$ cat src/rtl/mwa_pkg.sv
package mwa_pkg;

  localparam int DW    = 32;
  localparam int SLOTS = 128;

  typedef enum logic [1:0] {
    ST_IDLE = 2'd0,
    ST_XFER = 2'd1,
    ST_RESP = 2'd2
  } adp_state_e;

  // width code per slot: 0 reserved, 1 byte, 2 halfword, 3 word
  function automatic logic [2*SLOTS-1:0] default_map();
    logic [2*SLOTS-1:0] m;
    m = '0;
    for (int s = 0; s < SLOTS; s++) begin
      m[2*s +: 2] = 2'(((s % 16) / 4 + 1) % 4);
    end
    return m;
  endfunction

  function automatic logic [DW-1:0] lane_mask(logic [1:0] lg);
    case (lg)
      2'd0:    return 32'h0000_00FF;
      2'd1:    return 32'h0000_FFFF;
      default: return 32'hFFFF_FFFF;
    endcase
  endfunction

endpackage

$ cat src/rtl/mwa_slot_lookup.sv
module mwa_slot_lookup #(
  parameter int OFFS_W = 10,
  parameter int SLOTS  = mwa_pkg::SLOTS,
  parameter logic [2*SLOTS-1:0] WMAP = mwa_pkg::default_map()
) (
  input  logic [OFFS_W-1:0] offs,
  output logic              invalid,
  output logic              reserved,
  output logic [1:0]        wlog
);
  localparam int LIMIT  = SLOTS * 4;
  localparam int SIDX_W = $clog2(SLOTS);

  logic [SIDX_W-1:0] slot;
  logic [1:0]        code;

  assign slot     = offs[SIDX_W+1:2];
  assign code     = WMAP[{slot, 1'b0} +: 2];
  assign invalid  = ({1'b0, offs} >= (OFFS_W+1)'(LIMIT));
  assign reserved = (code == 2'd0);
  assign wlog     = reserved ? 2'd0 : (code - 2'd1);

endmodule

$ cat src/rtl/mwa_step_gen.sv
module mwa_step_gen #(
  parameter int OFFS_W = 10
) (
  input  logic [OFFS_W-1:0] a_q,
  input  logic [1:0]        sz,
  input  logic [1:0]        wlog,
  input  logic              we,
  input  logic [31:0]       wd,
  input  logic [1:0]        step,
  input  logic [2:0]        nstep,
  input  logic [31:0]       acc,
  input  logic [31:0]       prd,
  output logic [OFFS_W-1:0] p_addr,
  output logic              p_we,
  output logic [31:0]       p_wdata,
  output logic [31:0]       acc_nxt,
  output logic [31:0]       rsp_data
);
  import mwa_pkg::*;

  logic        wide, narrow;
  logic [31:0] wmask, smask;
  logic [2:0]  wbytes, sbytes, nsh3, chunk3;
  logic [1:0]  wm1, off, nsh, chunk;
  logic [4:0]  sh, csh;
  logic [5:0]  wbits;
  logic [OFFS_W-1:0] al_addr;

  assign wide   = (sz > wlog);
  assign narrow = (sz < wlog);
  assign wmask  = lane_mask(wlog);
  assign smask  = lane_mask(sz);
  assign wbytes = 3'd1 << wlog;
  assign sbytes = 3'd1 << sz;
  assign wm1    = 2'(wbytes - 3'd1);
  assign off    = a_q[1:0] & wm1;
  assign nsh3   = wbytes - sbytes - {1'b0, off};
  assign nsh    = nsh3[1:0];
  assign sh     = {nsh, 3'b000};
  assign chunk3 = nstep - 3'd1 - {1'b0, step};
  assign chunk  = chunk3[1:0];
  assign csh    = {chunk, 3'b000} << wlog;
  assign wbits  = 6'd8 << wlog;
  assign al_addr = a_q & ~{{(OFFS_W-2){1'b0}}, wm1};

  always_comb begin
    if (wide) begin
      p_addr  = a_q + (OFFS_W'(step) << wlog);
      p_we    = we;
      p_wdata = (wd >> csh) & wmask;
      acc_nxt = (acc << wbits) | (prd & wmask);
    end else if (narrow) begin
      p_addr  = al_addr;
      p_we    = we && (step == 2'd1);
      p_wdata = (acc & ~(smask << sh)) | ((wd & smask) << sh);
      acc_nxt = prd & wmask;
    end else begin
      p_addr  = a_q;
      p_we    = we;
      p_wdata = wd & wmask;
      acc_nxt = prd & wmask;
    end
    if (we)          rsp_data = '0;
    else if (narrow) rsp_data = (acc >> sh) & smask;
    else             rsp_data = acc & smask;
  end

endmodule

$ cat src/rtl/mwa_adapter.sv
module mwa_adapter #(
  parameter int MADDR_W = 16,
  parameter int OFFS_W  = 10,
  parameter int SLOTS   = mwa_pkg::SLOTS,
  parameter logic [2*SLOTS-1:0] WMAP = mwa_pkg::default_map()
) (
  input  logic               clk,
  input  logic               rst_n,
  input  logic               m_req,
  output logic               m_gnt,
  input  logic               m_we,
  input  logic [1:0]         m_size,
  input  logic [MADDR_W-1:0] m_addr,
  input  logic [31:0]        m_wdata,
  output logic               m_rsp,
  output logic [31:0]        m_rdata,
  output logic               p_req,
  input  logic               p_ack,
  output logic               p_we,
  output logic [1:0]         p_size,
  output logic [OFFS_W-1:0]  p_addr,
  output logic [31:0]        p_wdata,
  input  logic [31:0]        p_rdata
);
  import mwa_pkg::*;

  localparam int LIMIT = SLOTS * 4;

  adp_state_e st_q, st_d;
  logic [OFFS_W-1:0] a_q, offs_in;
  logic [1:0]  sz_q, wlog_q, wlog_in, step_q;
  logic        we_q, inv_in, rsv_in, skip_in;
  logic [31:0] wd_q, acc_q, acc_nxt, rsp_data;
  logic [2:0]  nstep_q, nstep_in;
  logic        accept, ack_en, last;

  assign offs_in = m_addr[OFFS_W-1:0];

  mwa_slot_lookup #(.OFFS_W(OFFS_W), .SLOTS(SLOTS), .WMAP(WMAP)) u_lookup (
    .offs(offs_in), .invalid(inv_in), .reserved(rsv_in), .wlog(wlog_in)
  );

  mwa_step_gen #(.OFFS_W(OFFS_W)) u_step (
    .a_q(a_q), .sz(sz_q), .wlog(wlog_q), .we(we_q), .wd(wd_q),
    .step(step_q), .nstep(nstep_q), .acc(acc_q), .prd(p_rdata),
    .p_addr(p_addr), .p_we(p_we), .p_wdata(p_wdata),
    .acc_nxt(acc_nxt), .rsp_data(rsp_data)
  );

  assign skip_in = inv_in | rsv_in;
  assign accept  = (st_q == ST_IDLE) && m_req;
  assign ack_en  = (st_q == ST_XFER) && p_ack;
  assign last    = (({1'b0, step_q} + 3'd1) == nstep_q);

  always_comb begin
    if (m_size > wlog_in)               nstep_in = 3'd1 << (m_size - wlog_in);
    else if (m_size < wlog_in && m_we)  nstep_in = 3'd2;
    else                                nstep_in = 3'd1;
  end

  always_comb begin
    st_d = st_q;
    case (st_q)
      ST_IDLE: if (m_req) st_d = skip_in ? ST_RESP : ST_XFER;
      ST_XFER: if (p_ack && last) st_d = ST_RESP;
      ST_RESP: st_d = ST_IDLE;
      default: st_d = ST_IDLE;
    endcase
  end

  always_ff @(posedge clk or negedge rst_n) begin
    if (!rst_n) st_q <= ST_IDLE;
    else        st_q <= st_d;
  end

  always_ff @(posedge clk or negedge rst_n) begin
    if (!rst_n) begin
      a_q     <= '0;
      sz_q    <= '0;
      we_q    <= 1'b0;
      wd_q    <= '0;
      wlog_q  <= '0;
      nstep_q <= 3'd1;
    end else if (accept) begin
      a_q     <= offs_in;
      sz_q    <= m_size;
      we_q    <= m_we;
      wd_q    <= m_wdata;
      wlog_q  <= skip_in ? 2'd0 : wlog_in;
      nstep_q <= nstep_in;
    end
  end

  always_ff @(posedge clk or negedge rst_n) begin
    if (!rst_n) begin
      step_q <= '0;
      acc_q  <= '0;
    end else if (accept) begin
      step_q <= '0;
      acc_q  <= '0;
    end else if (ack_en) begin
      step_q <= step_q + 2'd1;
      acc_q  <= acc_nxt;
    end
  end

  assign m_gnt   = (st_q == ST_IDLE);
  assign m_rsp   = (st_q == ST_RESP);
  assign m_rdata = m_rsp ? rsp_data : '0;
  assign p_req   = (st_q == ST_XFER);
  assign p_size  = wlog_q;

  // request held with its payload until acknowledged
  a_r8_hold: assert property (@(posedge clk) disable iff (!rst_n)
    (p_req && !p_ack) |=> (p_req && $stable(p_addr) && $stable(p_we) && $stable(p_wdata)));

  // completion is a single-cycle pulse
  a_r8_rsp_pulse: assert property (@(posedge clk) disable iff (!rst_n)
    m_rsp |=> !m_rsp);

  // no grant or completion while a downstream access is open
  a_r8_exclusive: assert property (@(posedge clk) disable iff (!rst_n)
    p_req |-> (!m_gnt && !m_rsp));

  // out-of-window offset completes without downstream access
  a_r1_no_access: assert property (@(posedge clk) disable iff (!rst_n)
    (m_req && m_gnt && ({1'b0, m_addr[OFFS_W-1:0]} >= (OFFS_W+1)'(LIMIT))) |=> (!p_req && m_rsp));

  // reserved slot completes without downstream access
  a_r3_reserved_skip: assert property (@(posedge clk) disable iff (!rst_n)
    (accept && rsv_in) |=> (!p_req && m_rsp));

  // the read half of a read-modify-write is followed by a write to the same offset
  a_r6_rmw_write: assert property (@(posedge clk) disable iff (!rst_n)
    (p_req && p_ack && !p_we && we_q && (sz_q < wlog_q)) |=> (p_req && p_we && $stable(p_addr)));

  // split pieces walk upward by one native width
  a_r7_ascend: assert property (@(posedge clk) disable iff (!rst_n)
    (p_req && p_ack && !last && (sz_q > wlog_q)) |=>
      (p_req && p_addr == $past(p_addr) + (OFFS_W'(1) << p_size)));

endmodule

$ cat config.mk
export PLATFORM = sky130hd
export DESIGN_NAME = mwa_adapter
export DESIGN_NICKNAME = d
export VERILOG_FILES = /design/src/rtl/mwa_pkg.sv /design/src/rtl/mwa_slot_lookup.sv /design/src/rtl/mwa_step_gen.sv /design/src/rtl/mwa_adapter.sv
export SDC_FILE = /design/constraint.sdc
export NUM_CORES = 1
export LEC_CHECK = 0
export CAP_MARGIN = 20
export CORE_MARGIN = 10
export CORE_UTILIZATION = 45
export DETAILED_ROUTE_END_ITERATION = 6
export GPL_TIMING_DRIVEN = 0
export PLACE_DENSITY_LB_ADDON = 0.05
export SLEW_MARGIN = 25
export SYNTH_ARGS = -nofsm -noshare
export SYNTH_HDL_FRONTEND = slang
export SYNTH_SLANG_ARGS = --single-unit
$ cat constraint.sdc
create_clock -name clk -period 4.25 [get_ports clk]
set_input_delay 0.85 -clock clk [delete_from_list [all_inputs] [get_ports clk]]
set_output_delay 0.85 -clock clk [all_outputs]
set_load 0.1 [all_outputs]
### Word-level counts from Yosys, hierarchy flattened

Index checks and enable logic that the tools add are counted.

| word-level totals | value |
|---|---|
| flip-flop bits (word level) | 86 |
| bits in latches | 0 |
| RAM bits | 0 |
| bits in read-only memories | 0 |
| output and inout bits | 80 |
| memories kept | 0 |

| cells by class | value |
|---|---|
| add/subtract/negate cells | 10 |
| multipliers | 0 |
| div/mod/pow operators | 0 |
| magnitude comparators | 5 |
| equality and inequality tests | 8 |
| shift operators | 12 |
| multiplexer cells | 24 |
| bitwise gates (word level) | 14 |
| reduce and logical (&&, ||, !) cells | 11 |

Operators with widths:

| cell | number |
|---|---|
| 32-bit two-way mux | 8 |
| 256-bit by 9-bit variable part select with 2-bit output (first input constant) | 1 |
| 32-bit AND | 7 |
| 32-bit case mux with 2 select lines | 2 |
| 32-bit bitwise OR | 2 |
| 32-bit by 5-bit << shifter with 32-bit output | 2 |
| 32-bit by 5-bit right shift with 32-bit output | 2 |
| 32-bit NOT | 1 |
| 32-bit by 6-bit << shifter with 32-bit output | 1 |
| 10-bit two-way mux | 2 |
| 2-bit two-way mux | 8 |
| 10-bit adder | 1 |
| 10-bit AND | 1 |
| 10-bit >= comparator (second input constant) | 1 |
| 2-bit NOT with 10-bit output | 1 |
| 2-bit by 2-bit << shifter with 10-bit output | 1 |
| 2-bit by 1-bit equality test with 1-bit output (second input constant) | 4 |
| 2-bit logical NOT | 4 |
| 2-bit subtractor | 4 |
| 4-bit by 2-bit << shifter with 6-bit output (first input constant) | 1 |
| 2-bit by 1-bit subtractor with 2-bit output (second input constant) | 3 |
| 1-bit logical AND | 5 |
| 5-bit by 2-bit << shifter with 5-bit output | 1 |
| 2-bit greater-than comparator | 2 |
| 16 further kinds | 19 |

### Longest topological paths before layout

| logic depth | value |
|---|---|
| depth in word-level cells | 10 |
| depth in mapped cells | 14 |
| gate-level depth less buffers | 10 |

### Cells and area by module

From an unflattened synthesis, not the netlist that was laid out.

| unflattened totals | value |
|---|---|
| cell total of the unflattened synthesis | 938 |
| area total of the unflattened synthesis | 7,295.7 µm² |

By module, submodules not included:

| module | instances | cells each | area an instance (µm²) | seq. area each (µm²) |
|---|---|---|---|---|
| mwa_adapter | 1 | 347 | 3,683.5 | 2,153.3 |
| mwa_step_gen | 1 | 583 | 3,545.9 | 0.0 |
| mwa_slot_lookup | 1 | 8 | 66.3 | 0.0 |

### Worst setup path before layout

No wires, ideal clock.

| timing | value |
|---|---|
| path kind | flip-flop to output port |
| start | reg wlog_q[1], in the netlist p_size[1] |
| end | out p_wdata[22] |
| arrival time | 5.111 ns |
| data required time | 3.400 ns |
| path slack | -1.711 ns |
| cell stages (with the launch flop) | 14 |
| path through | dfrtp_1 > buf_2 > or2_1 > clkbuf_1 > clkbuf_1 > nand2_1 > fa_1 > buf_2 > buf_2 > clkbuf_1 > and3_1 > o21ai_0 > o311a_1 > o22ai_1 |

| on the way | value |
|---|---|
| word-level cells in the longest chain between the ends | 10 |
| elaborated cells on any way between the ends | 21 |
| classes of those cells | 3 x add/sub; 2 x order compare; 1 x eq/ne; 5 x shift; 3 x mux; 6 x bitwise; 1 x reduce/logical |

RTL lines:

| element | line | RTL |
|---|---|---|
| start, declared | mwa_adapter.sv:31 | `logic [1:0] sz_q, wlog_q, wlog_in, step_q;` |
| start signal, assigned | mwa_adapter.sv:89 | `wlog_q <= skip_in ? 2'd0 : wlog_in;` |
| 1-bit by 2-bit << shifter with 2-bit output | mwa_step_gen.sv:33 | `assign wbytes = 3'd1 << wlog;` |
| 2-bit by 1-bit subtractor with 2-bit output | mwa_step_gen.sv:35 | `assign wm1 = 2'(wbytes - 3'd1);` |
| 2-bit AND | mwa_step_gen.sv:36 | `assign off = a_q[1:0] & wm1;` |
| 2-bit subtractor | mwa_step_gen.sv:37 | `assign nsh3 = wbytes - sbytes - {1'b0, off};` |
| 32-bit by 5-bit << shifter with 32-bit output | mwa_step_gen.sv:55 | `p_wdata = (acc & ~(smask << sh)) \| ((wd & smask) << sh);` |
| 32-bit NOT | mwa_step_gen.sv:55 |  |
| 32-bit AND | mwa_step_gen.sv:55 |  |
| 32-bit bitwise OR | mwa_step_gen.sv:55 |  |
| 32-bit two-way mux | mwa_step_gen.sv:52 | `end else if (narrow) begin` |
| 32-bit two-way mux * | mwa_step_gen.sv:47 | `if (wide) begin` |
| end, declared | mwa_adapter.sv:22 | `output logic [31:0] p_wdata,` |

Every way passes the cells marked *; elsewhere a longest branch is shown, timed or not.

### Worst setup path after layout

| timing | value |
|---|---|
| start | reg wlog_q[1], in the netlist p_size[1] |
| end | out p_wdata[23] |

The elaborated chain is that of the path after synthesis.

==> metrics.md <==
| Metric | Value |
|---|---|
| Status | `completed` |
| Initial DRC count | `792` |
| Ranking of synthesized cells by area | `dfrtp_1 (30%), nand2_1 (11%), mux2i_1 (6.3%), o21ai_0 (4.1%), a22o_1 (3.5%)` |
| Post-Route Skew | `roughly 8.5 ps` |
| Critical path fanouts, max | `6` |
| Hold crit path type | `input port to asynchronous set/reset pin` |
| Placement Setup Slack | `-1260 ps` |
| Commonest cells in the netlist | `nand2_1 (218), dfrtp_1 (85), o21ai_0 (59), clkbuf_1 (47), mux2i_1 (45)` |
| Area of the die | `21,400 um2` |
| CTS Sinks | `86` |
| Std-Cell Rows | `46` |
| Die Wd | `146 um` |
| Design Area, Final | `between 10,000 and 15,000 um2` |
| Synth cell types | `66` |
| Placed Area | `9650 um2` |
| Metal2 WL | `13,200 um` |
| WL final | `29,900 um` |
| Starting Density | `0.454` |
| Fin crit share | `0.993` |
| Area delta synth->final | `51.8%` |
| Most common cell in the netlist | `nand2_1` |
| DP Wirelength | `between 20,000 and 25,000 um` |
| Final critical path time including I/O delays and setup | `roughly 4200 ps` |
| Max Cap Violations | `0` |
| TritonRoute pass-1 iters | `6` |
| Post-route setup slack | `between 20 and 30 ps` |
| Routed vias | `7,998` |
| Nets | `1,202` |
| CP startpoint kind | `flip-flop` |
| Req. time, crit path | `3400 ps` |
| Worst Tran Pin Value | `975 ps` |
| Highest metal used | `met4` |
| Routed wire per std cell | `22.7 um` |
| Largest net degree at the start of global routing | `69` |
| CP Capture Type | `primary output` |
| EDFF count, synth | `0` |
| Synth Flop Type | `dfrtp_1` |
| Count of pins over their slew limit | `0` |
| Gate Count Post-Synth | `902` |
| Die H | `146 um` |
| Ys async rst share | `1.00` |
| Final Util | `0.690` |
| Synth area leader | `dfrtp_1` |
| Critical path arrival | `~3400 ps` |
| GR Overflow Total | `0` |
| Seq/Total Area, Yosys | `0.300` |
| Initial antenna violation count | `0` |
| Gr usage total | `0.267` |
| Post-DRT Antenna Nets | `0` |
| H-tree depth | `3` |
| Routability cong. | `0.979` |
| Vias/cell | `approximately 6.1` |
| Post-CTS Hold Buffers | `0` |
| Share of cells above drive strength 1 | `0.295` |
| Clock root buffer master | `clkbuf_16` |
| # DRC | `0` |
| CP Class | `flip-flop to primary output` |
| Clock-pin slew on the worst setup and hold paths | `70 ps` |
| WL met3 | `~2800 um` |
| Final Hold Viols | `0` |
| Largest stage delay, worst path | `510 ps` |
| RSZ-0062 raised after global routing | `yes` |
| CTS tree | `yes` |
| Cell Chain, Critical Path | `or2_4 > clkbuf_16 > ha_4 > nor2b_4 > buf_4 > buf_4 > xor3_2 > or3_1 > a21boi_1 > a2111oi_1 > a311o_2 > buf_12` |
| Worst skew pair latency | `roughly 360 ps` |
| Most used cell, CP | `buf_4` |
| Wire length on met1 | `between 10,000 and 15,000 um` |
| Final setup fails | `0` |
| YS warnings | `0` |
| Total CTS buffers | `9` |
| Area of the mapped netlist | `a little over 7000 um2` |
| Vias in the first global route | `7,759` |
| Synthesis-stage register bit count | `86` |
| Avg Synthesized Cell Area | `7.95 um2` |
| Relative slew slack | `0.348` |
| Ant. Diodes | `0` |
| Wire length of the first global-routing pass | `45,700 um` |
| Core area | `15,800 um2` |
| FMAX | `0.237 GHz` |
| Clock tree buffer depth | `2` |
| Io pins | `around 170` |
| I/O Buffers | `160` |
| Syn Nets | `1,006` |
| Slowest-stage cell, CP | `dfrtp_4` |
| Worst hold slack | `324 ps` |
| Yosys top cell area share | `0.297` |
## metrics by stage
stage,TNS (ps),instances
after floorplan,-37.6,902
after global placement,-159470,1278
after detailed placement,-73940,1279
after CTS,0,1312
after global routing,-341,1319
final,0,1319
## sequential cells by signal, summed over array words and instances, names as in the netlist
register	count
we_q	1
st_q	2
a_q	10
sz_q	2
p_size	2
nstep_q	3
wd_q	32
step_q	2
acc_q	32
## critical path, delay by kind of cell, from the launching register on
family                   cells  cell delay (ps)
buffers and inverters        4              570
adder cells (fa/ha/maj)      1              240
XOR/XNOR                     1              300
AO/OA/AOI/OAI                3              650
AND/OR/NAND/NOR              3              740
flip-flops                   1              510
## what timing repair did
item | CTS | global route
endpoints found under the setup margin | 75 | 71
cloned | 2 | 2
resized for setup | 605 | 90
hold endpoints to repair | 0 | 0
pin swaps | 20 | 18
buffers inserted | 17 | 8
## area by class of cell
type,instances,area [um2]
Multi-Input combinational cell,723,5450
Fill cell,1306,4890
Timing Repair Buffer,189,2170
Sequential cell,86,2160
Buffer,66,429
Tap cell,216,270
Clock buffer,10,239
Inverter,23,86.3
Clock inverter,6,68.8
## cells in the final DEF (no fill, tap or decap), types with 13 or more instances in the layout
| cell type | instances |
|---|---|
| and3_1 | 31 |
| o21ai_0 | 47 |
| mux2_2 | 19 |
| a22o_2 | 16 |
| a22oi_1 | 23 |
| buf_12 | 24 |
| mux2i_1 | 40 |
| a21oi_1 | 37 |
| nand2_1 | 213 |
| nand3_1 | 17 |
| clkdlybuf4s50_1 | 84 |
| a22o_1 | 13 |
| dfrtp_1 | 82 |
| inv_1 | 20 |
| buf_4 | 38 |
| buf_6 | 44 |
| o21ai_1 | 22 |
| clkbuf_1 | 25 |
| nor2_1 | 19 |
## layer usage
| layer | track usage | vias up |
|---|---|---|
| met5 | 0 | - |
| met4 | 0.0986 | 0 |
| met3 | 0.0714 | 79 |
| met2 | 0.403 | 477 |
| met1 | 0.357 | 3775 |
| li1 | - | 3667 |
## path summary, 6_finish.rpt
path                                       startpoint                     end  slack, ps  cells after the start
worst max register to register  p_size[1]$_DFFE_PN0P_   acc_q[13]$_DFFE_PN0P_       1350                      9
max in group asynchronous                       rst_n  nstep_q[0]$_DFFE_PN1P_       3290                      2
min in group clk                  st_q[1]$_DFFE_PN0P_     st_q[1]$_DFFE_PN0P_        480                      1
worst min-delay path                            rst_n   acc_q[19]$_DFFE_PN0P_        320                      1
worst max-delay path            p_size[1]$_DFFE_PN0P_             p_wdata[23]         30                     12
worst min register to register    st_q[1]$_DFFE_PN0P_     st_q[1]$_DFFE_PN0P_        480                      1
## cells by family (layout without fill, tap and decap cells)
logic type               after synthesis  count (layout)  share of synthesized area
AO/OA/AOI/OAI                        276             276                      0.273
XOR/XNOR                              16              17                     0.0297
adder cells (fa/ha/maj)               17              17                     0.0328
buffers and inverters                 94             294                     0.0519
flip-flops                            86              86                      0.300
multiplexers                          65              65                     0.0958
AND/OR/NAND/NOR                      348             348                      0.216
Power is not shown: default switching activity piles up to over one toggle a cycle in this logic, so the estimate is an artifact.
